<file path="config.mk">
export PLATFORM = sky130hd
export DESIGN_NAME = mixdecay_ctrl
export DESIGN_NICKNAME = d
export VERILOG_FILES = /design/src/rtl/mixdecay_pkg.sv /design/src/rtl/mixdecay_timer.sv /design/src/rtl/mixdecay_gate_map.sv /design/src/rtl/mixdecay_ctrl.sv
export SDC_FILE = /design/constraint.sdc
export NUM_CORES = 1
export LEC_CHECK = 0
export BUFFER_PORTS_ARGS = -buffer_cell sky130_fd_sc_hd__buf_2
export CAP_MARGIN = 20
export CORE_ASPECT_RATIO = 0.6
export CORE_MARGIN = 4
export CORE_UTILIZATION = 35
export CTS_CLUSTER_DIAMETER = 200
export CTS_CLUSTER_SIZE = 10
export DETAILED_ROUTE_END_ITERATION = 8
export GPL_ROUTABILITY_DRIVEN = 0
export PLACE_DENSITY = 0.52
export SLEW_MARGIN = 30
export SYNTH_ARGS = -nofsm -noshare
export SYNTH_HDL_FRONTEND = slang
export SYNTH_SLANG_ARGS = --single-unit
export TNS_END_PERCENT = 1
</file>
<file path="constraint.sdc">
create_clock -name clk -period 4.99 [get_ports clk]
set_input_delay 0.499 -clock clk [delete_from_list [all_inputs] [get_ports clk]]
set_output_delay 0.499 -clock clk [all_outputs]
set_load 0.1 [all_outputs]
</file>
<file path="src/rtl/mixdecay_pkg.sv">
package mixdecay_pkg;

    typedef enum logic [2:0] {
        ST_IDLE = 3'd0,
        ST_ON   = 3'd1,
        ST_FAST = 3'd2,
        ST_DEAD = 3'd3,
        ST_SLOW = 3'd4
    } mdc_state_e;

    typedef struct packed {
        logic hi_a;
        logic lo_a;
        logic hi_b;
        logic lo_b;
    } mdc_gate_t;

    function automatic int fast_share(input int off_ticks, input int permille);
        return (off_ticks * permille + 500) / 1000;
    endfunction

endpackage

</file>
<file path="src/rtl/mixdecay_timer.sv">
module mixdecay_timer #(
    parameter int W = 5
) (
    input  logic         clk,
    input  logic         rst_n,
    input  logic         load,
    input  logic [W-1:0] load_val,
    output logic         done
);
    logic [W-1:0] cnt_d, cnt_q;

    always_comb begin
        cnt_d = cnt_q;
        if (load)
            cnt_d = load_val;
        else if (cnt_q != '0)
            cnt_d = cnt_q - 1'b1;
    end

    always_ff @(posedge clk or negedge rst_n) begin
        if (!rst_n) cnt_q <= '0;
        else        cnt_q <= cnt_d;
    end

    assign done = (cnt_q == '0);

    // an expired count stays expired until reloaded
    p_hold_zero_r6: assert property (@(posedge clk) disable iff (!rst_n)
        (!load && done) |=> done);

    // a load of a nonzero value is not expired on the next cycle
    p_load_live_r6: assert property (@(posedge clk) disable iff (!rst_n)
        (load && load_val != '0) |=> !done);

endmodule

</file>
<file path="src/rtl/mixdecay_gate_map.sv">
module mixdecay_gate_map
    import mixdecay_pkg::*;
(
    input  mdc_state_e st,
    input  logic       dir_q,
    input  logic       zc_q,
    output mdc_gate_t  gate
);
    always_comb begin
        gate = '0;
        unique case (st)
            ST_ON: begin
                if (dir_q) begin gate.hi_a = 1'b1; gate.lo_b = 1'b1; end
                else       begin gate.hi_b = 1'b1; gate.lo_a = 1'b1; end
            end
            ST_FAST: begin
                if (!zc_q) begin
                    if (dir_q) begin gate.hi_b = 1'b1; gate.lo_a = 1'b1; end
                    else       begin gate.hi_a = 1'b1; gate.lo_b = 1'b1; end
                end
            end
            ST_SLOW: begin
                if (!zc_q) begin gate.lo_a = 1'b1; gate.lo_b = 1'b1; end
            end
            default: gate = '0;
        endcase
    end

    // no leg has both switches on
    always_comb begin
        a_leg_a_r9: assert (!(gate.hi_a && gate.lo_a));
        a_leg_b_r9: assert (!(gate.hi_b && gate.lo_b));
    end

endmodule

</file>
<file path="src/rtl/mixdecay_ctrl.sv">
module mixdecay_ctrl
    import mixdecay_pkg::*;
#(
    parameter int OFF_LONG      = 30,
    parameter int OFF_SHORT     = 8,
    parameter int FAST_PERMILLE = 301,
    parameter int DEAD_TICKS    = 1,
    parameter int BLANK_TICKS   = 1
) (
    input  logic clk,
    input  logic rst_n,
    input  logic en,
    input  logic dir,
    input  logic trip,
    input  logic zero_det,
    input  logic short_sel,
    output logic hi_a,
    output logic lo_a,
    output logic hi_b,
    output logic lo_b
);
    localparam int FAST_LONG  = fast_share(OFF_LONG, FAST_PERMILLE);
    localparam int FAST_SHORT = fast_share(OFF_SHORT, FAST_PERMILLE);
    localparam int SLOW_LONG  = OFF_LONG - FAST_LONG - DEAD_TICKS;
    localparam int SLOW_SHORT = OFF_SHORT - FAST_SHORT - DEAD_TICKS;
    localparam int MAX_OFF    = (OFF_LONG > OFF_SHORT) ? OFF_LONG : OFF_SHORT;
    localparam int MAX_TICKS  = (MAX_OFF > BLANK_TICKS) ? MAX_OFF : BLANK_TICKS;
    localparam int CW         = $clog2(MAX_TICKS + 1);

    typedef struct packed {
        mdc_state_e st;
        logic       dir;
        logic       zc;
    } ctrl_t;

    ctrl_t          r_d, r_q;
    logic           ph_load, ph_done, bl_load, bl_done;
    logic [CW-1:0]  ph_val;
    mdc_gate_t      gate;

    always_comb begin
        r_d     = r_q;
        ph_load = 1'b0;
        ph_val  = '0;
        bl_load = 1'b0;
        if (!en) begin
            r_d.st = ST_IDLE;
            r_d.zc = 1'b0;
        end else begin
            unique case (r_q.st)
                ST_IDLE: begin
                    r_d.st  = ST_ON;
                    r_d.dir = dir;
                    r_d.zc  = 1'b0;
                    bl_load = 1'b1;
                end
                ST_ON: begin
                    if (bl_done && trip) begin
                        r_d.st  = ST_FAST;
                        ph_load = 1'b1;
                        ph_val  = short_sel ? CW'(FAST_SHORT - 1) : CW'(FAST_LONG - 1);
                    end
                end
                ST_FAST: begin
                    if (zero_det) r_d.zc = 1'b1;
                    if (ph_done) begin
                        r_d.st  = ST_DEAD;
                        ph_load = 1'b1;
                        ph_val  = CW'(DEAD_TICKS - 1);
                    end
                end
                ST_DEAD: begin
                    if (zero_det) r_d.zc = 1'b1;
                    if (ph_done) begin
                        r_d.st  = ST_SLOW;
                        ph_load = 1'b1;
                        ph_val  = short_sel ? CW'(SLOW_SHORT - 1) : CW'(SLOW_LONG - 1);
                    end
                end
                ST_SLOW: begin
                    if (zero_det) r_d.zc = 1'b1;
                    if (ph_done) begin
                        r_d.st  = ST_ON;
                        r_d.dir = dir;
                        r_d.zc  = 1'b0;
                        bl_load = 1'b1;
                    end
                end
                default: r_d.st = ST_IDLE;
            endcase
        end
    end

    always_ff @(posedge clk or negedge rst_n) begin
        if (!rst_n) r_q <= '{st: ST_IDLE, dir: 1'b0, zc: 1'b0};
        else        r_q <= r_d;
    end

    mixdecay_timer #(.W(CW)) u_phase (
        .clk(clk), .rst_n(rst_n), .load(ph_load), .load_val(ph_val), .done(ph_done)
    );

    mixdecay_timer #(.W(CW)) u_blank (
        .clk(clk), .rst_n(rst_n), .load(bl_load), .load_val(CW'(BLANK_TICKS)), .done(bl_done)
    );

    mixdecay_gate_map u_map (
        .st(r_q.st), .dir_q(r_q.dir), .zc_q(r_q.zc), .gate(gate)
    );

    assign hi_a = gate.hi_a;
    assign lo_a = gate.lo_a;
    assign hi_b = gate.hi_b;
    assign lo_b = gate.lo_b;

    // enable low turns every switch off on the next cycle
    p_en_off_r1: assert property (@(posedge clk) disable iff (!rst_n)
        !en |=> !(hi_a || lo_a || hi_b || lo_b));

    // a trip inside the blanking window keeps the on-phase
    p_blank_r3: assert property (@(posedge clk) disable iff (!rst_n)
        (en && r_q.st == ST_ON && !bl_done) |=> r_q.st == ST_ON);

    // dead time always separates fast decay from slow decay
    p_dead_gap_r5: assert property (@(posedge clk) disable iff (!rst_n)
        (r_q.st == ST_SLOW && $past(r_q.st) != ST_SLOW) |-> $past(r_q.st) == ST_DEAD);

    // once zero current is seen, no switch conducts during the off-time
    p_zero_off_r8: assert property (@(posedge clk) disable iff (!rst_n)
        (r_q.zc && r_q.st != ST_ON) |-> !(hi_a || lo_a || hi_b || lo_b));

    // off-time phases move forward only, never back into fast decay
    p_no_retrig_r10: assert property (@(posedge clk) disable iff (!rst_n)
        (r_q.st == ST_DEAD || r_q.st == ST_SLOW) |=> r_q.st != ST_FAST);

endmodule

</file>
==> flow_metrics.env <==
export IMPL_num_vias=802
export IMPL_power_density_nw_per_um2=654
export IMPL_reg2reg_depth=6
export IMPL_crit_fanout=19
export IMPL_fin_setup_tns_ps=0
export IMPL_gr_usage_all_layers=0.115
export IMPL_ir_worst_vdd_v=0.000366
export IMPL_clock_skew_ps=4.75
export IMPL_ys_flop_type="dfrtp_1"
export IMPL_rsz0062_at_grt="no"
export IMPL_met1_length_mm=1.24
export IMPL_met2_wirelength_um=778
export IMPL_clkSinkCount=15
export IMPL_tightest_slew_ps=532
export IMPL_cts_resized=0
export IMPL_yosysWarnings=0
export IMPL_post_route_min_period_ps=2290
export IMPL_holdCritPathClass="primary input to asynchronous set/reset pin"
export IMPL_regToRegSetupSlack_ps=2980
export IMPL_row_count=14
export IMPL_cts_buffers=3
export IMPL_cts_tree="yes"
export IMPL_die_h_um=48.8
export IMPL_async_flop_share=1.00
export IMPL_netlist_instances=110
export IMPL_grt_pass1_wl_mm=3.53
export IMPL_io_pins=11
export IMPL_dr_pass1_iters=4
export IMPL_synth_edf_count=0
export IMPL_max_freq_mhz=437
export IMPL_startpoint_type="flop"
export IMPL_totalWireLength_mm=2.08
export IMPL_syn_cell_area_um2=972
export IMPL_synth_top_area_cell="dfrtp_1"
export IMPL_ys_top_cells_by_area="dfrtp_1, nand2_1, xnor2_1, ha_1, nor4b_4"
export IMPL_multiInputGateArea_um2=552
export IMPL_cp_arrival_ps=1790
export IMPL_whs_ps=150
export IMPL_drt_iter0_markers=58
export IMPL_clk_pin_slew_ps=70
export IMPL_status="complete, no violations"
export IMPL_wl_per_cell_um=13.7
export IMPL_post_place_ws_ps=2980
export IMPL_grt_pass1_vias=762
export IMPL_nNetsFinal=132
export IMPL_io_buffers=10
export IMPL_fin_crit_sh=0.458
export IMPL_dp_hpwl_mm=1.55
export IMPL_grt_overflow=0
export IMPL_nFillCells=272
export IMPL_routed_via_density=5.28
export IMPL_critPathKind="flop to output pin"
export IMPL_synth_distinct_cells=34
export IMPL_top_layer_used="met4"
export IMPL_routed_wl_met3_um=49
export IMPL_postCtsSetupBuffers=0
export IMPL_drc=0
export IMPL_synth_nets=121
export IMPL_clock_path_buffers=2
export IMPL_seq_area_frac_synth=0.386
export IMPL_final_cells=152
export IMPL_p_leak_nw=0.484
export IMPL_seqCellArea_um2=375
export IMPL_maxCapViolCount=0
export IMPL_htreeDepth=1
export IMPL_grt_max_degree=20
export IMPL_clk_latency_ps=250
export IMPL_synth_seq_cells=15
export IMPL_antenna_found_initial=0
export IMPL_synthTopCellsByCount="dfrtp_1, nand2_1, nor2_1, inv_1"
export IMPL_slew_limit_headroom=0.644
export IMPL_area_growth_pct=12.5
export IMPL_yosys_area_top_type_share=0.386
export IMPL_finalHoldViolations=0
export IMPL_final_max_slew_viol_count=0
export IMPL_fp_dieW_um=76.0
export IMPL_antenna_left=0
export IMPL_reg2reg_from="u_phase.cnt_q[0]$_DFFE_PN0P_"
export IMPL_root_buffer="clkbuf_8"
export IMPL_core_area_um2=2570
export IMPL_postCtsHoldBufs=0
export IMPL_r2r_end="u_phase.cnt_q[0]$_DFFE_PN0P_"
export IMPL_critical_path_required_ps=4490
export IMPL_antennaDiodeCount=0
export IMPL_start_util=0.378
export IMPL_drive_gt1_frac=0.158
export IMPL_setup_ws_ps=2700
export IMPL_die_area_um2=3710
export IMPL_setup_viol=0
export IMPL_critPathCaptureType="output pin"
export IMPL_avgSynthCellArea_um2=8.84
export IMPL_dpl_cell_count=148
## flip-flops by register name, indices dropped and copies added, names as in the netlist
| name | count |
|---|---|
| u_phase.cnt_q | 5 |
| r_q | 5 |
| u_blank.cnt_q | 5 |
## cell type report
class,count,area share
Multi-Input combinational cell,83,0.505
Sequential cell,15,0.343
Timing Repair Buffer,10,0.0458
Clock buffer,3,0.0378
Tap cell,32,0.0366
Inverter,8,0.0275
Clock inverter,1,0.00458
## how the worst max path moves through the flow
stage	slack (ps)	endpoint	startpoint	cells past startpoint
final	2700	hi_a	r_q[3]$_DFFE_PN0P_	4
after global placement	3030	lo_a	r_q[4]$_DFFE_PN0P_	4
after CTS	2700	lo_a	r_q[4]$_DFFE_PN0P_	4
after detailed placement	2980	lo_a	r_q[4]$_DFFE_PN0P_	4
after floorplan	1480	lo_a	r_q[4]$_DFFE_PN0P_	4
after global routing	2550	hi_a	r_q[3]$_DFFE_PN0P_	4
## routing by layer
metal  vias to the layer above  GRT usage
li1                        403          -
met1                       383      0.180
met2                        14      0.155
met3                         2     0.0277
met4                         0     0.0266
met5                         -          0
## report_power, final
part / internal, mW / switching [mW]
Combinational: 0.136 / 0.245
Sequential: 0.171 / 0.0629
Clock: 0.0553 / 0.0452
Total: 0.362 / 0.353
## metrics by stage
stage          cell area, µm²  total power [mW]   util
2_1_floorplan             972             0.549      -
3_3_place_gp             1050             0.614  0.407
3_5_place_dp             1050             0.615  0.407
4_1_cts                  1090             0.720  0.425
5_1_grt                  1090             0.766  0.425
6_report                 1090             0.715  0.425
## cells by family after synthesis
logic type	Yosys count	synth area share
AND/OR/NAND/NOR	46	0.266
XOR/XNOR	7	0.0631
adder cells (fa/ha/maj)	5	0.0618
AO/OA/AOI/OAI	22	0.143
flip-flops	15	0.386
multiplexers	3	0.0335
buffers and inverters	12	0.0463
## placed cells by master (no fill, tap or decap), types with 2 or more instances in the layout
cell type / instances
xnor2_1: 6
inv_1: 8
clkbuf_8: 3
nand2_1: 15
nand3_1: 2
and3_1: 2
ha_1: 4
nand4_1: 2
buf_2: 10
nor2b_1: 2
nor3_1: 2
dfrtp_1: 15
a31oi_1: 3
nor4b_4: 2
o21ai_0: 3
o31ai_1: 2
o21bai_1: 2
o22ai_1: 2
a21oi_1: 6
nand3b_1: 2
nor2_1: 12
## worst max-delay path: stages, from the launching register on
cell and delay (ps):
dfrtp_1 570, nor2b_1 320, nand2_1 90, a21oi_1 120, buf_2 440
(Power assumes the default switching activity.)
